<file path="src/rtl/cfg_gw_pkg.sv">
package cfg_gw_pkg;

  typedef struct packed {
    logic       en;
    logic [6:0] rsv;
    logic [7:0] bus;
    logic [4:0] dev;
    logic [2:0] fn;
    logic [5:0] dw;
    logic [1:0] lo;
  } cfg_addr_t;

  localparam logic [31:0] ADDR_KEEP = 32'h80FF_FFFC;
  localparam logic [15:0] STAT_W1C  = 16'hB100;
  localparam logic [15:0] CMD_WMASK = 16'h0147;

  localparam int ST_PERR = 15;
  localparam int ST_MABT = 13;
  localparam int ST_TABT = 12;
  localparam int ST_MDPE = 8;
  localparam int CMD_PERR_EN = 6;

  localparam logic [5:0] DW_ID  = 6'h00;
  localparam logic [5:0] DW_CMD = 6'h01;
  localparam logic [5:0] DW_HDR = 6'h03;
  localparam logic [5:0] DW_SUB = 6'h0B;
  localparam logic [5:0] DW_MF  = 6'h13;

  function automatic cfg_addr_t addr_sanitize(input logic [31:0] w);
    return cfg_addr_t'(w & ADDR_KEEP);
  endfunction

  function automatic logic targets_local(input cfg_addr_t a);
    return (a.bus == 8'd0) && (a.dev == 5'd0);
  endfunction

  function automatic logic [15:0] status_update(input logic [15:0] cur,
                                                input logic [15:0] ones,
                                                input logic [15:0] evt);
    return (cur & ~(ones & STAT_W1C)) | (evt & STAT_W1C);
  endfunction

  function automatic logic [31:0] hdr_type_word(input logic mf);
    return {8'h00, (mf ? 8'h80 : 8'h00), 16'h0000};
  endfunction

endpackage

</file>
<file path="src/rtl/cfg_port_decode.sv">
module cfg_port_decode #(
  parameter int IO_AW = 16,
  parameter logic [IO_AW-1:0] ADDR_PORT = 16'h0CF8,
  parameter logic [IO_AW-1:0] DATA_PORT = 16'h0CFC
) (
  input  logic             io_valid,
  input  logic [IO_AW-1:0] io_addr,
  input  logic [3:0]       io_be,
  input  logic             addr_en,
  output logic             hit_addr,
  output logic             hit_data
);
  logic full_dw;
  assign full_dw  = (io_be == 4'hF);
  assign hit_addr = io_valid && full_dw && (io_addr == ADDR_PORT);
  assign hit_data = io_valid && full_dw && (io_addr == DATA_PORT) && addr_en;
endmodule

</file>
<file path="src/rtl/cfg_fwd_ctrl.sv">
module cfg_fwd_ctrl (
  input  logic clk,
  input  logic rst_n,
  input  logic req,
  input  logic rsp_valid,
  output logic fwd_valid,
  output logic done
);
  logic busy_q;
  assign fwd_valid = req && !busy_q;
  assign done      = busy_q && rsp_valid;

  always_ff @(posedge clk) begin
    if (!rst_n)         busy_q <= 1'b0;
    else if (fwd_valid) busy_q <= 1'b1;
    else if (done)      busy_q <= 1'b0;
  end
endmodule

</file>
<file path="src/rtl/cfg_local_hdr.sv">
module cfg_local_hdr import cfg_gw_pkg::*; #(
  parameter logic [15:0] VENDOR_ID = 16'hABCD,
  parameter logic [15:0] DEVICE_ID = 16'h5A00
) (
  input  logic        clk,
  input  logic        rst_n,
  input  logic        wr_en,
  input  logic [2:0]  fn,
  input  logic [5:0]  dw,
  input  logic [31:0] wdata,
  input  logic        ev_perr_det,
  input  logic        ev_mabort,
  input  logic        ev_tabort,
  input  logic        ev_mdpe,
  output logic [31:0] rdata,
  output logic        mf_en,
  output logic        cmd_perr_en,
  output logic        stat_mdpe,
  output logic        ss_locked,
  output logic [31:0] ss_val
);
  localparam logic [31:0] ID_WORD = {DEVICE_ID, VENDOR_ID};

  logic [15:0] cmd_q, stat_q, evt, clr_ones;
  logic [31:0] ss_q;
  logic        ss_lock_q, mf_q, wr_f0;

  assign wr_f0 = wr_en && (fn == 3'd0);

  always_comb begin
    evt          = '0;
    evt[ST_PERR] = ev_perr_det;
    evt[ST_MABT] = ev_mabort;
    evt[ST_TABT] = ev_tabort;
    evt[ST_MDPE] = ev_mdpe && cmd_q[CMD_PERR_EN];
  end

  assign clr_ones = (wr_f0 && dw == DW_CMD) ? wdata[31:16] : 16'h0000;

  always_ff @(posedge clk) begin
    if (!rst_n) begin
      cmd_q     <= '0;
      stat_q    <= '0;
      ss_q      <= '0;
      ss_lock_q <= 1'b0;
      mf_q      <= 1'b0;
    end else begin
      stat_q <= status_update(stat_q, clr_ones, evt);
      if (wr_f0 && dw == DW_CMD) cmd_q <= wdata[15:0] & CMD_WMASK;
      if (wr_f0 && dw == DW_SUB && !ss_lock_q) begin
        ss_q      <= wdata;
        ss_lock_q <= 1'b1;
      end
      if (wr_f0 && dw == DW_MF) mf_q <= wdata[24];
    end
  end

  always_comb begin
    rdata = '0;
    if (fn == 3'd0) begin
      case (dw)
        DW_ID:   rdata = ID_WORD;
        DW_CMD:  rdata = {stat_q, cmd_q};
        DW_HDR:  rdata = hdr_type_word(mf_q);
        DW_SUB:  rdata = ss_q;
        DW_MF:   rdata = {7'd0, mf_q, 24'd0};
        default: rdata = '0;
      endcase
    end else if (!mf_q) begin
      rdata = '1;
    end else begin
      case (dw)
        DW_ID:   rdata = ID_WORD;
        DW_HDR:  rdata = hdr_type_word(mf_q);
        default: rdata = '0;
      endcase
    end
  end

  assign mf_en       = mf_q;
  assign cmd_perr_en = cmd_q[CMD_PERR_EN];
  assign stat_mdpe   = stat_q[ST_MDPE];
  assign ss_locked   = ss_lock_q;
  assign ss_val      = ss_q;
endmodule

</file>
<file path="src/rtl/cfgspace_gateway.sv">
module cfgspace_gateway import cfg_gw_pkg::*; #(
  parameter int IO_AW = 16,
  parameter logic [IO_AW-1:0] ADDR_PORT = 16'h0CF8,
  parameter logic [IO_AW-1:0] DATA_PORT = 16'h0CFC,
  parameter logic [15:0] VENDOR_ID = 16'hABCD,
  parameter logic [15:0] DEVICE_ID = 16'h5A00
) (
  input  logic             clk,
  input  logic             rst_n,
  input  logic             io_valid,
  input  logic             io_wr,
  input  logic [IO_AW-1:0] io_addr,
  input  logic [3:0]       io_be,
  input  logic [31:0]      io_wdata,
  output logic             io_claim,
  output logic             io_ready,
  output logic [31:0]      io_rdata,
  input  logic             ev_perr_det,
  input  logic             ev_mabort,
  input  logic             ev_tabort,
  input  logic             ev_mdpe,
  output logic             fwd_valid,
  output logic             fwd_wr,
  output logic [7:0]       fwd_bus,
  output logic [4:0]       fwd_dev,
  output logic [2:0]       fwd_fn,
  output logic [5:0]       fwd_reg,
  output logic [31:0]      fwd_wdata,
  input  logic             rsp_valid,
  input  logic [31:0]      rsp_rdata
);
  cfg_addr_t   addr_q;
  logic        addr_en, hit_addr, hit_data, local_hit, remote_hit, fwd_done;
  logic [2:0]  acc_fn;
  logic [31:0] hdr_rdata, ss_val;
  logic        mf_en, cmd_perr_en, stat_mdpe, ss_locked;

  assign addr_en = addr_q.en;
  assign acc_fn  = addr_q.fn;

  cfg_port_decode #(.IO_AW(IO_AW), .ADDR_PORT(ADDR_PORT), .DATA_PORT(DATA_PORT)) i_dec (
    .io_valid(io_valid), .io_addr(io_addr), .io_be(io_be), .addr_en(addr_en),
    .hit_addr(hit_addr), .hit_data(hit_data)
  );

  assign local_hit  = hit_data && targets_local(addr_q);
  assign remote_hit = hit_data && !targets_local(addr_q);

  always_ff @(posedge clk) begin
    if (!rst_n)                addr_q <= '0;
    else if (hit_addr && io_wr) addr_q <= addr_sanitize(io_wdata);
  end

  cfg_fwd_ctrl i_fwd (
    .clk(clk), .rst_n(rst_n), .req(remote_hit), .rsp_valid(rsp_valid),
    .fwd_valid(fwd_valid), .done(fwd_done)
  );

  cfg_local_hdr #(.VENDOR_ID(VENDOR_ID), .DEVICE_ID(DEVICE_ID)) i_hdr (
    .clk(clk), .rst_n(rst_n), .wr_en(local_hit && io_wr),
    .fn(addr_q.fn), .dw(addr_q.dw), .wdata(io_wdata),
    .ev_perr_det(ev_perr_det), .ev_mabort(ev_mabort), .ev_tabort(ev_tabort), .ev_mdpe(ev_mdpe),
    .rdata(hdr_rdata), .mf_en(mf_en), .cmd_perr_en(cmd_perr_en), .stat_mdpe(stat_mdpe),
    .ss_locked(ss_locked), .ss_val(ss_val)
  );

  assign io_claim = hit_addr || hit_data;
  assign io_ready = remote_hit ? fwd_done : 1'b1;

  always_comb begin
    if (hit_addr)        io_rdata = 32'(addr_q);
    else if (local_hit)  io_rdata = hdr_rdata;
    else if (remote_hit) io_rdata = rsp_rdata;
    else                 io_rdata = '0;
  end

  assign fwd_wr    = io_wr;
  assign fwd_bus   = addr_q.bus;
  assign fwd_dev   = addr_q.dev;
  assign fwd_fn    = addr_q.fn;
  assign fwd_reg   = addr_q.dw;
  assign fwd_wdata = io_wdata;
endmodule

</file>
<file path="config.mk">
export PLATFORM = sky130hd
export DESIGN_NAME = cfgspace_gateway
export DESIGN_NICKNAME = d
export VERILOG_FILES = /design/src/rtl/cfg_gw_pkg.sv /design/src/rtl/cfg_port_decode.sv /design/src/rtl/cfg_fwd_ctrl.sv /design/src/rtl/cfg_local_hdr.sv /design/src/rtl/cfgspace_gateway.sv
export SDC_FILE = /design/constraint.sdc
export NUM_CORES = 1
export LEC_CHECK = 0
export BUFFER_PORTS_ARGS = -buffer_cell sky130_fd_sc_hd__buf_2
export CAP_MARGIN = 20
export CORE_MARGIN = 4
export CORE_UTILIZATION = 41
export DETAILED_ROUTE_END_ITERATION = 12
export PLACE_DENSITY = 0.72
export SLEW_MARGIN = 20
export SYNTH_ARGS = -nofsm -noshare
export SYNTH_HDL_FRONTEND = slang
export SYNTH_SLANG_ARGS = --single-unit
</file>
<file path="constraint.sdc">
create_clock -name clk -period 3.25 [get_ports clk]
set_input_delay 0 -clock clk [delete_from_list [all_inputs] [get_ports clk]]
set_output_delay 0 -clock clk [all_outputs]
set_load 0.1 [all_outputs]
</file>
==> qor.txt <==
==================================================================================================
Status                                                                                complete, no violations
Cell count after placement                                                                     701
Core utilization of the finished layout                                                      61.9%
Synth-to-Final Area Change                                                                   44.8%
Reported max-cap violation count                                                                 0
Die width                                                                                   104 um
Max-slew violation count                                                                         0
Final period util                                                                            90.1%
Fraction of layout cells with a size suffix above 1                                          38.9%
Flip-flop count of the largest register after layout                                            32
Most used DFF post-synth                                                              sky130_fd_sc_hd__dfxtp_1
Clock tree sinks                                                                                67
Async set-reset flop share out of synthesis                                                     0%
Final Net Count                                                                                735
Ratio of total power to cell area                                                      349 mW/mm^2
Maximum fanout along the worst path                                                              9
Unrepaired setup endpoints after global routing                                              false
Post-detail-place hpwl                                                                     9470 um
Global Route met2 Usage                                                                      41.6%
Vias in the first global route                                                                4176
Clock period minus worst slack                                                             2.93 ns
Sequential standard cell area                                                         0.00134 mm^2
Cell at the root of the clock tree                                                    sky130_fd_sc_hd__clkbuf_8
Highest attainable clock frequency                                                       0.342 GHz
Setup violation total in the final timing report                                                 0
TritonCTS clock tree                                                                          done
Worst hold margin                                                                        0.0623 ns
Main area contributors after synthesis                                                sky130_fd_sc_hd__dfxtp_1 35%, sky130_fd_sc_hd__mux2i_1 16%, sky130_fd_sc_hd__nor2_1 7.6%, sky130_fd_sc_hd__buf_4 6.5%, sky130_fd_sc_hd__nand2_1 4.2%
Nets in the synthesized netlist                                                                551
Total I/O pin count                                                                            183
Footprint of the multi-input gates                                                    0.00228 mm^2
Peak supply drop                                                                            205 uV
DRC viols                                                                                        0
Avg Cell Area, Syn                                                                       8.26 um^2
Post-CTS Repair Setup Buffers                                                                    0
Global-route layer with the greatest usage                                                    met2
Delay of the slowest critical-path stage                                                   0.62 ns
Flop-to-flop setup slack                                                                   0.32 ns
Height of the die                                                                           104 um
Met1 track demand over resource in global routing                                            27.2%
Leakage                                                                                    2.32 nW
Detail-routed net length per standard cell                                                 17.0 um
Row Count                                                                                       34
Number of synthesized register bits                                                             67
Post-synth EDFFs                                                                                 0
Global-route wire length before repair                                                    20900 um
Share of Yosys cell area claimed by the top area cell type                                   35.4%
DRC marker count from the first detailed-route iteration                                       295
Required time of the critical path                                                         3.48 ns
TNS Setup                                                                                     0 ns
Number of warnings printed during yosys synthesis                                                0
Routability-driven placement congestion ratio                                                0.869
Placeable core area                                                                   0.00885 mm^2
Initial cell density of the core                                                             42.8%
Cts bufs inserted                                                                                9
Worst Max-Slew Pin Slew                                                                   0.993 ns
Post-synth top area cell                                                              sky130_fd_sc_hd__dfxtp_1
Overall die area                                                                       0.0108 mm^2
Path category of the worst min-delay check                                                  in2reg
Largest clock skew in the final design                                                   0.0118 ns
Overall Global Routing Usage                                                                 23.3%
Antenna cells                                                                                    0
Critical path start-end classification                                                     reg2reg
Relative slew slack                                                                          33.8%
Synthesized area                                                                      0.00378 mm^2
CP top delay family                                                                   simple AND/OR/NAND/NOR gates
IO Port Bufs                                                                                   182
Critical-path top delay cell                                                          sky130_fd_sc_hd__dlygate4sd3_1
Number of failing hold endpoints at the final stage                                              0
Critical Path End Type                                                                        flop
Sequential share of the synthesized area                                                     35.4%
Clock transition time at the flip-flop clock pins of the worst setup and hold paths        0.08 ns
Vias after detailed routing                                                                   4111
Clock latency on the worst-skew pair                                                       0.34 ns
Filler Cell Count                                                                              738
Met3 Usage GRT                                                                               5.46%
Synth Instances                                                                                458
Final global-route overflow total                                                                0
Critical path buffer and inverter count                                                          1
Largest net degree at the start of global routing                                               58
Series of cell instances along the critical path                                      or3_1 -> nor3_1 -> nand2_1 -> nor4_4 -> a311oi_1 -> dlygate4sd3_1
Netlist cell types                                                                              48
Vias per Instance                                                                             5.45
Number of search-and-repair iterations in the first detailed-routing pass                        5
Worst endpoint data arrival time                                                           3.15 ns
Maximum level of the CTS H-tree                                                                  3
Total wire length                                                                         12900 um
Layout Cells excl Fill                                                                         755
Deepest clock path buffer count                                                                  2
Nature of the critical path startpoint                                                        flop
Design Power                                                                             0.00191 W
Number of nets with antenna violations after routing                                             0
Antenna violations before repair                                                                 0
==================================================================================================
==> cell usage in the layout, fill, tap and decap left out, types with 9 or more instances in the layout <==
cell type	instances
sky130_fd_sc_hd__buf_2	177
sky130_fd_sc_hd__nor2_1	76
sky130_fd_sc_hd__dfxtp_1	67
sky130_fd_sc_hd__mux2i_1	60
sky130_fd_sc_hd__nand2_1	42
sky130_fd_sc_hd__dlygate4sd3_1	38
sky130_fd_sc_hd__a21oi_1	27
sky130_fd_sc_hd__o21ai_0	18
sky130_fd_sc_hd__buf_4	15
sky130_fd_sc_hd__o31ai_4	13
sky130_fd_sc_hd__o21ai_2	9
sky130_fd_sc_hd__clkbuf_8	9
==> routing by layer <==
layer,part of all wire [%],vias up
li1,-,1971
met1,40,1941
met2,51,168
met3,6.7,31
met4,2.6,0
met5,0,-
==> cells by family after synthesis <==
family	count (synthesis)	share of synthesized area, %
AOI/OAI and AO/OA	103	17.8
buffers and inverters	68	10.7
DFF	67	35.4
muxes	60	15.9
and+or+nand+nor	160	20.2
==> cell type report <==
class,instances,area share (%)
Timing Repair Buffer,235,27.0
Inverter,6,0.411
Tap cell,108,2.47
Multi-Input combinational cell,323,41.5
Sequential cell,67,24.5
Clock buffer,9,2.26
Clock inverter,7,1.87
==> worst paths after layout <==
check | start | end | cells past startpoint
max | fwd_reg[1] | i_hdr.stat_q[8] | 6
min reg2reg | i_hdr.cmd_q[8] | i_hdr.cmd_q[8] | 2
max reg2reg | fwd_reg[1] | i_hdr.stat_q[8] | 6
min | rst_n | i_fwd.busy_q | 2
==> metrics by stage <==
step	cell area [um^2]	setup slack, ns
2_1_floorplan	4000	-0.473
3_3_place_gp	4870	0.784
3_5_place_dp	4870	0.749
4_1_cts	5480	0.355
5_1_grt	5480	0.200
6_report	5480	0.322
==> cells in the mapped netlist, drive strengths merged, types with 2 or more instances <==
library cell and number:
a22oi 3, and3 5, o21ai 28, or2 3, nand2b 2, inv 6, a31oi 4, nand3 2
nand4 2, o41ai 2, o221a 5, o211a 3, a32oi 3, nand2 42, nor4b 2, nand4bb 2
or3 2, o21a 7, nor3 8, nor4 5, a21oi 27, o31ai 13, and4 2, mux2i 60
nor2 77, buf 40, dfxtp 67, clkbuf 22
==> timing repair <==
action | 4_1_cts | 5_1_grt
endpoints found under the setup margin | 0 | 0
hold buffers | 38 | 0
endpoints found under the hold margin | 65 | 0
gates resized for setup | 0 | 0
==> report_power, final <==
| group | internal, W | switching (W) | leakage (nW) | total, W |
|---|---|---|---|---|
| sequential | 0.000823 | 0.00000184 | 0.540 | 0.000825 |
| combinational | 0.0000898 | 0.000222 | 1.67 | 0.000312 |
| clock | 0.000437 | 0.000338 | 0.110 | 0.000775 |
| total | 0.00135 | 0.000562 | 2.32 | 0.00191 |
==> worst register-to-register path: cells and delay by family (launching register included) <==
kind	cells	cell delay, ns
simple gates	4	1.64
buf+inv	1	0.62
flops	1	0.38
compound gates	1	0.19
Note: power is estimated with default switching activity, not from simulation.
